===== src/rtl/sar_pkg.sv =====
package sar_pkg;
   typedef enum logic [1:0] {
      ST_IDLE = 2'd0,
      ST_CLR  = 2'd1,
      ST_TRY  = 2'd2,
      ST_DONE = 2'd3
   } sar_state_t;
endpackage


===== src/rtl/sar_sequencer.sv =====
module sar_sequencer
   import sar_pkg::*;
#(
   parameter int WIDTH = 8
) (
   input  logic             clk,
   input  logic             rst_n,
   input  logic             start_i,
   output logic             load_msb_o,
   output logic             step_o,
   output logic [WIDTH-1:0] ptr_o,
   output logic             eoc_o
);
   localparam logic [WIDTH-1:0] MSB_HOT = {1'b1, {(WIDTH-1){1'b0}}};

   sar_state_t       state_q;
   logic [WIDTH-1:0] ptr_q;
   logic             eoc_q;

   always_ff @(posedge clk or negedge rst_n) begin
      if (!rst_n) begin
         state_q <= ST_IDLE;
         ptr_q   <= '0;
         eoc_q   <= 1'b0;
      end else if (start_i) begin
         state_q <= ST_CLR;
         ptr_q   <= '0;
         eoc_q   <= 1'b0;
      end else begin
         unique case (state_q)
            ST_CLR: begin
               state_q <= ST_TRY;
               ptr_q   <= MSB_HOT;
            end
            ST_TRY: begin
               ptr_q <= ptr_q >> 1;
               if (ptr_q[0]) begin
                  state_q <= ST_DONE;
                  eoc_q   <= 1'b1;
               end
            end
            default: ;
         endcase
      end
   end

   assign load_msb_o = (state_q == ST_CLR);
   assign step_o     = (state_q == ST_TRY);
   assign ptr_o      = ptr_q;
   assign eoc_o      = eoc_q;

   // exactly one bit is under trial while searching
   a_r4_ptr_onehot: assert property (@(posedge clk) disable iff (!rst_n)
      step_o |-> $onehot(ptr_q));
   // done rises only straight out of the last trial cycle
   a_r5_done_after_lsb: assert property (@(posedge clk) disable iff (!rst_n)
      $rose(eoc_q) |-> ($past(state_q) == ST_TRY && $past(ptr_q[0])));
endmodule


===== src/rtl/sar_trial_reg.sv =====
module sar_trial_reg #(
   parameter int WIDTH = 8
) (
   input  logic             clk,
   input  logic             rst_n,
   input  logic             clr_i,
   input  logic             load_msb_i,
   input  logic             step_i,
   input  logic [WIDTH-1:0] ptr_i,
   input  logic             cmp_hi_i,
   output logic [WIDTH-1:0] trial_o
);
   logic [WIDTH-1:0] trial_q;

   for (genvar i = 0; i < WIDTH; i++) begin : g_bit
      logic next_trial;
      if (i == WIDTH - 1) begin : g_top
         assign next_trial = 1'b0;
      end else begin : g_low
         assign next_trial = ptr_i[i+1];
      end

      always_ff @(posedge clk or negedge rst_n) begin
         if (!rst_n)            trial_q[i] <= 1'b0;
         else if (clr_i)        trial_q[i] <= 1'b0;
         else if (load_msb_i)   trial_q[i] <= (i == WIDTH - 1);
         else if (step_i) begin
            if (ptr_i[i])       trial_q[i] <= cmp_hi_i;
            else if (next_trial) trial_q[i] <= 1'b1;
         end
      end
   end

   assign trial_o = trial_q;

   // the first trial holds only the top bit
   a_r3_msb_first: assert property (@(posedge clk) disable iff (!rst_n)
      (load_msb_i && !clr_i) |=> (trial_q == {1'b1, {(WIDTH-1){1'b0}}}));
   // a high comparator keeps the bit under trial
   a_r4_keep_on_high: assert property (@(posedge clk) disable iff (!rst_n)
      (step_i && cmp_hi_i && !clr_i) |=> ((trial_q & $past(ptr_i)) != '0));
   // a low comparator clears the bit under trial
   a_r4_drop_on_low: assert property (@(posedge clk) disable iff (!rst_n)
      (step_i && !cmp_hi_i && !clr_i) |=> ((trial_q & $past(ptr_i)) == '0));
endmodule


===== src/rtl/sar_out_latch.sv =====
module sar_out_latch #(
   parameter int WIDTH = 8
) (
   input  logic             clk,
   input  logic             rst_n,
   input  logic             eoc_i,
   input  logic [WIDTH-1:0] code_i,
   output logic [WIDTH-1:0] result_o
);
   logic [WIDTH-1:0] result_q;

   always_ff @(posedge clk or negedge rst_n) begin
      if (!rst_n)     result_q <= '0;
      else if (eoc_i) result_q <= code_i;
   end

   assign result_o = result_q;
endmodule


===== src/rtl/sar_conv_ctrl.sv =====
module sar_conv_ctrl #(
   parameter int WIDTH = 8
) (
   input  logic             clk,
   input  logic             rst_n,
   input  logic             start_i,
   input  logic             cmp_hi_i,
   output logic [WIDTH-1:0] trial_o,
   output logic             eoc_o,
   output logic [WIDTH-1:0] result_o
);
   // the search needs at least two bits
   if (WIDTH < 2) begin : g_width_check
      $error("sar_conv_ctrl: WIDTH must be at least 2");
   end

   logic             load_msb;
   logic             step;
   logic [WIDTH-1:0] ptr;

   sar_sequencer #(.WIDTH(WIDTH)) u_seq (
      .clk        (clk),
      .rst_n      (rst_n),
      .start_i    (start_i),
      .load_msb_o (load_msb),
      .step_o     (step),
      .ptr_o      (ptr),
      .eoc_o      (eoc_o)
   );

   sar_trial_reg #(.WIDTH(WIDTH)) u_trial (
      .clk        (clk),
      .rst_n      (rst_n),
      .clr_i      (start_i),
      .load_msb_i (load_msb),
      .step_i     (step),
      .ptr_i      (ptr),
      .cmp_hi_i   (cmp_hi_i),
      .trial_o    (trial_o)
   );

   sar_out_latch #(.WIDTH(WIDTH)) u_out (
      .clk      (clk),
      .rst_n    (rst_n),
      .eoc_i    (eoc_o),
      .code_i   (trial_o),
      .result_o (result_o)
   );

   // a start clears the code and drops done
   a_r2_start_clears: assert property (@(posedge clk) disable iff (!rst_n)
      start_i |=> (trial_o == '0 && !eoc_o));
   // the result never moves while done is low
   a_r7_result_hold: assert property (@(posedge clk) disable iff (!rst_n)
      !eoc_o |=> $stable(result_o));
   // idle after done until the next start
   a_r9_idle_hold: assert property (@(posedge clk) disable iff (!rst_n)
      (eoc_o && !start_i) |=> (eoc_o && $stable(trial_o)));
endmodule


===== config.mk =====
export PLATFORM = sky130hd
export DESIGN_NAME = sar_conv_ctrl
export DESIGN_NICKNAME = d
export VERILOG_FILES = /design/src/rtl/sar_pkg.sv /design/src/rtl/sar_sequencer.sv /design/src/rtl/sar_trial_reg.sv /design/src/rtl/sar_out_latch.sv /design/src/rtl/sar_conv_ctrl.sv
export SDC_FILE = /design/constraint.sdc
export NUM_CORES = 1
export LEC_CHECK = 0
export BUFFER_PORTS_ARGS = -buffer_cell sky130_fd_sc_hd__clkbuf_2
export CAP_MARGIN = 20
export CORE_MARGIN = 2
export CORE_UTILIZATION = 58
export CTS_CLUSTER_DIAMETER = 60
export DETAILED_ROUTE_END_ITERATION = 8
export HOLD_SLACK_MARGIN = 0.12
export MAX_ROUTING_LAYER = met4
export PLACE_DENSITY = 0.81
export SYNTH_ARGS = -nofsm -noshare
export SYNTH_HDL_FRONTEND = slang
export SYNTH_HIERARCHICAL = 1
export SYNTH_SLANG_ARGS = --single-unit

===== constraint.sdc =====
create_clock -name clk -period 3.69 [get_ports clk]
set_clock_uncertainty 0.15 [all_clocks]
set_input_delay 0.5535 -clock clk [delete_from_list [all_inputs] [get_ports clk]]
set_output_delay 0.5535 -clock clk [all_outputs]
set_load 0.02 [all_outputs]

==> key figures <==
Worst setup path
  • Kind of end point of the critical path: output pin
  • Endpoint arrival time on the critical path: roughly 1.3 ns
  • Stage delay of the slowest cell on the critical path: 0.71 ns
  • Startpoint class of the critical path: register
  • Critical path's top delay family: flip-flops
  • Max stage delay cell, worst path: sky130_fd_sc_hd__dfrtp_1
  • Chain of cells forming the critical path: clkbuf_2
  • Total buffers and inverters traversed by the critical path: 1
  • Worst Setup Path Type: register to output pin
  • Highest net fanout along the worst path: 10
  • CP required: 2.99 ns

Clocking
  • Root Buffer Master: sky130_fd_sc_hd__clkbuf_4
  • Insertion delay to the later sink of the worst-skew pair: around 0.32 ns
  • Clock slew seen by the registers of the worst setup and hold paths: around 0.14 ns
  • TritonCTS clock tree: built
  • Clock buffers created by TritonCTS: 3
  • Number of H-tree branching levels: 1
  • Worst-case clock buffer depth: 2
  • Number of cells upsized or downsized after cts: 0
  • Clock sink count: 27

Timing
  • Max Clock Freq: between 0.4 and 0.5 GHz
  • Final Slew Violations: 0
  • Shortest period the worst path allows: 2.00 ns
  • Tightest Pin Transition: 0.648 ns
  • Share of the clock period used by the worst path: a little over half
  • Worst slew margin relative to its limit: 56.8%
  • Final setup viols: 0
  • Worst hold margin: 0.372 ns
  • Final-report hold violation count: 0
  • Total Neg Setup Slack: 0 ns
  • RSZ-0062 raised after global routing: no

Cells and area
  • Diode insertion count for antenna repair: 0
  • Combined area of the multi-input logic cells: 519 µm²
  • Fill cells: 162
  • Area growth, synth to finish: 9.09%
  • Non-filler instance count after layout: between 150 and 200
  • Sequential cell area: about 680 µm²
  • Most frequent cells in the layout: sky130_fd_sc_hd__dfrtp_1, sky130_fd_sc_hd__clkbuf_2, sky130_fd_sc_hd__nor2_1
  • Net count of the finished layout: 128
  • Final Cell Area: 1400 µm²
  • Leading cell type in the layout, fill and taps excluded: sky130_fd_sc_hd__dfrtp_1
  • Ratio of cells with drive above 1 in the final layout: between 30% and 40%

Synthesis
  • Nets in the synthesized netlist: 109
  • Number of flip-flops and latches in the synthesized netlist: 27
  • Yosys warning total: 6
  • Dominant synthesized flop cell: sky130_fd_sc_hd__dfrtp_1
  • Gate count after technology mapping: 105
  • Unique cell type count in the Yosys netlist: 22
  • Number of synthesized flops with an enable pin: 0
  • Post-synth design cell area: 1280 µm²
  • Async S/R FF share, synth: 100%
  • Register area share after synthesis: a little over half
  • Mean post-synth cell area: 12.2 µm²

Global route
  • Vias in the first global route: between 800 and 900
  • Total GRT Usage: 20.9%
  • Global-route wire length before repair: 3840 µm
  • Grt met1 use: 26.2%
  • M3 GR Usage: 3.80%
  • GR Overflow Total: 0
  • Maximum number of pins on one net before global-route repair: 28
  • Antenna violations before repair: 0
  • Met2 GRT Util: between 30% and 40%
  • Global route hottest layer: met2

Placed design
  • Cell total after placement: 146
  • RePlAce Congestion: 0.809
  • Cell area reported after detailed placement: 1360 µm²
  • Number of buffers inserted by port buffering: 20
  • Total half-perimeter wirelength after legalization and detailed placement: 1630 µm

Die
  • Starting density of the core: 59.6%
  • Die outline height: 51.0 µm
  • Placeable core region: 2150 µm²
  • IO Count: 21
  • Number of standard-cell rows in the floorplan: 17
  • Area enclosed by the die boundary: 2600 µm²
  • X dimension of the die: 51.0 µm

Route
  • 1st-iter DRT viols: 22
  • Detailed-route vias per instance: 5.72
  • WL final: 2310 µm
  • Post-route ant nets: 0
  • Via count of the routed design: 864
  • Wirelength per Cell: 15.3 µm
  • First-pass detailed-route iteration total: 4
  • Number of DRC violations after detailed routing: 0

Pwr
  • Pwr Total: 544 µW
  • Leakage: 0.000632 µW
  • Max IR drop VDD: just under 300 µV
  • Power per cell area: 389 nW/µm²

Outcome
  • Status: finished, final reports clean

Min path
  • Tightest Hold Check Type: primary input to register

Flow run
  • Max-capacitance violation count: 0
-- power by group --
group / total (µW) / switching, µW / internal (µW) / leakage [µW]
clock: 128 / 85.6 / 42.4 / 0.0000150
combinational: 79.5 / 44.5 / 35.0 / 0.000258
sequential: 336 / 23.0 / 313 / 0.000360
-- worst paths after layout --
kind,startpoint,endpoint,slack [ns],cells past startpoint
worst min-delay path,cmp_hi_i,u_trial/trial_o[7]$_DFFE_PN0P_,0.37,3
worst max-delay path,u_seq/eoc_o$_DFFE_PN0P_,eoc_o,1.69,1
max in group asynchronous,rst_n,u_out/result_o[5]$_DFFE_PN0P_,2.36,2
worst min register to register,u_out/result_o[2]$_DFFE_PN0P_,u_out/result_o[2]$_DFFE_PN0P_,0.38,1
min in group asynchronous,rst_n,u_out/result_o[3]$_DFFE_PN0P_,0.62,2
worst max register to register,u_seq/state_q[0]$_DFFE_PN0P_,u_trial/trial_o[5]$_DFFE_PN0P_,1.96,4
-- sequential cells by signal, indices dropped and copies added, names as in the netlist --
signal and cells:
u_out/result_o 8, u_seq/ptr_o 8, u_trial/trial_o 8, u_seq/eoc_o 1, u_seq/state_q 2
-- worst register-to-register path, stage by stage (launching register included) --
cell                       delay [ns]
sky130_fd_sc_hd__dfrtp_1         0.68
sky130_fd_sc_hd__inv_1           0.16
sky130_fd_sc_hd__nor2_1          0.19
sky130_fd_sc_hd__or2_1           0.36
sky130_fd_sc_hd__a221oi_2        0.07
-- Yosys cell counts, types with 2 or more instances --
library cell / count / area (µm²)
sky130_fd_sc_hd__mux2_4: 8 / 120
sky130_fd_sc_hd__a211oi_1: 7 / 52.6
sky130_fd_sc_hd__dfrtp_1: 27 / 676
sky130_fd_sc_hd__buf_2: 2 / 10.0
sky130_fd_sc_hd__and2b_2: 4 / 35.0
sky130_fd_sc_hd__and2b_4: 2 / 20.0
sky130_fd_sc_hd__a221oi_2: 7 / 105
sky130_fd_sc_hd__buf_6: 3 / 33.8
sky130_fd_sc_hd__o21ai_0: 8 / 40.0
sky130_fd_sc_hd__nor2_1: 10 / 37.5
sky130_fd_sc_hd__mux2i_1: 2 / 20.0
sky130_fd_sc_hd__inv_1: 8 / 30.0
sky130_fd_sc_hd__a21oi_1: 8 / 40.0
-- layout make-up --
type,count,share of cell area [%]
multi-input cells,63,37.2
well taps,28,2.51
repair buffers,21,7.89
flip-flops and latches,27,48.4
clock buffers,4,1.88
inverters,8,2.15
-- stage by stage --
stage | util, % | setup WS [ns]
after floorplan | - | 2.23
after global placement | 63.3 | 2.07
after detailed placement | 63.3 | 1.97
after CTS | 65.0 | 1.67
after global routing | 65.0 | 1.61
final | 65.0 | 1.69
-- cell families after synthesis --
kind of cell / share of synthesized area [%]
AO/OA/AOI/OAI: 20.4
flip-flops: 52.8
multiplexers: 10.9
XOR/XNOR: 0.684
AND/OR/NAND/NOR: 8.50
buffers and inverters: 6.65
-- routing by layer --
layer	up-vias	wire length (µm)
li1	414	-
met4	0	49
met3	6	90
met5	-	0
met1	422	1070
met2	22	1100
-- timing repair --
action / in CTS / in global routing
setup buffers: 0 / 0
hold buffers: 1 / 0
endpoints found under the hold margin: 27 / 0
(Power assumes the default switching activity.)
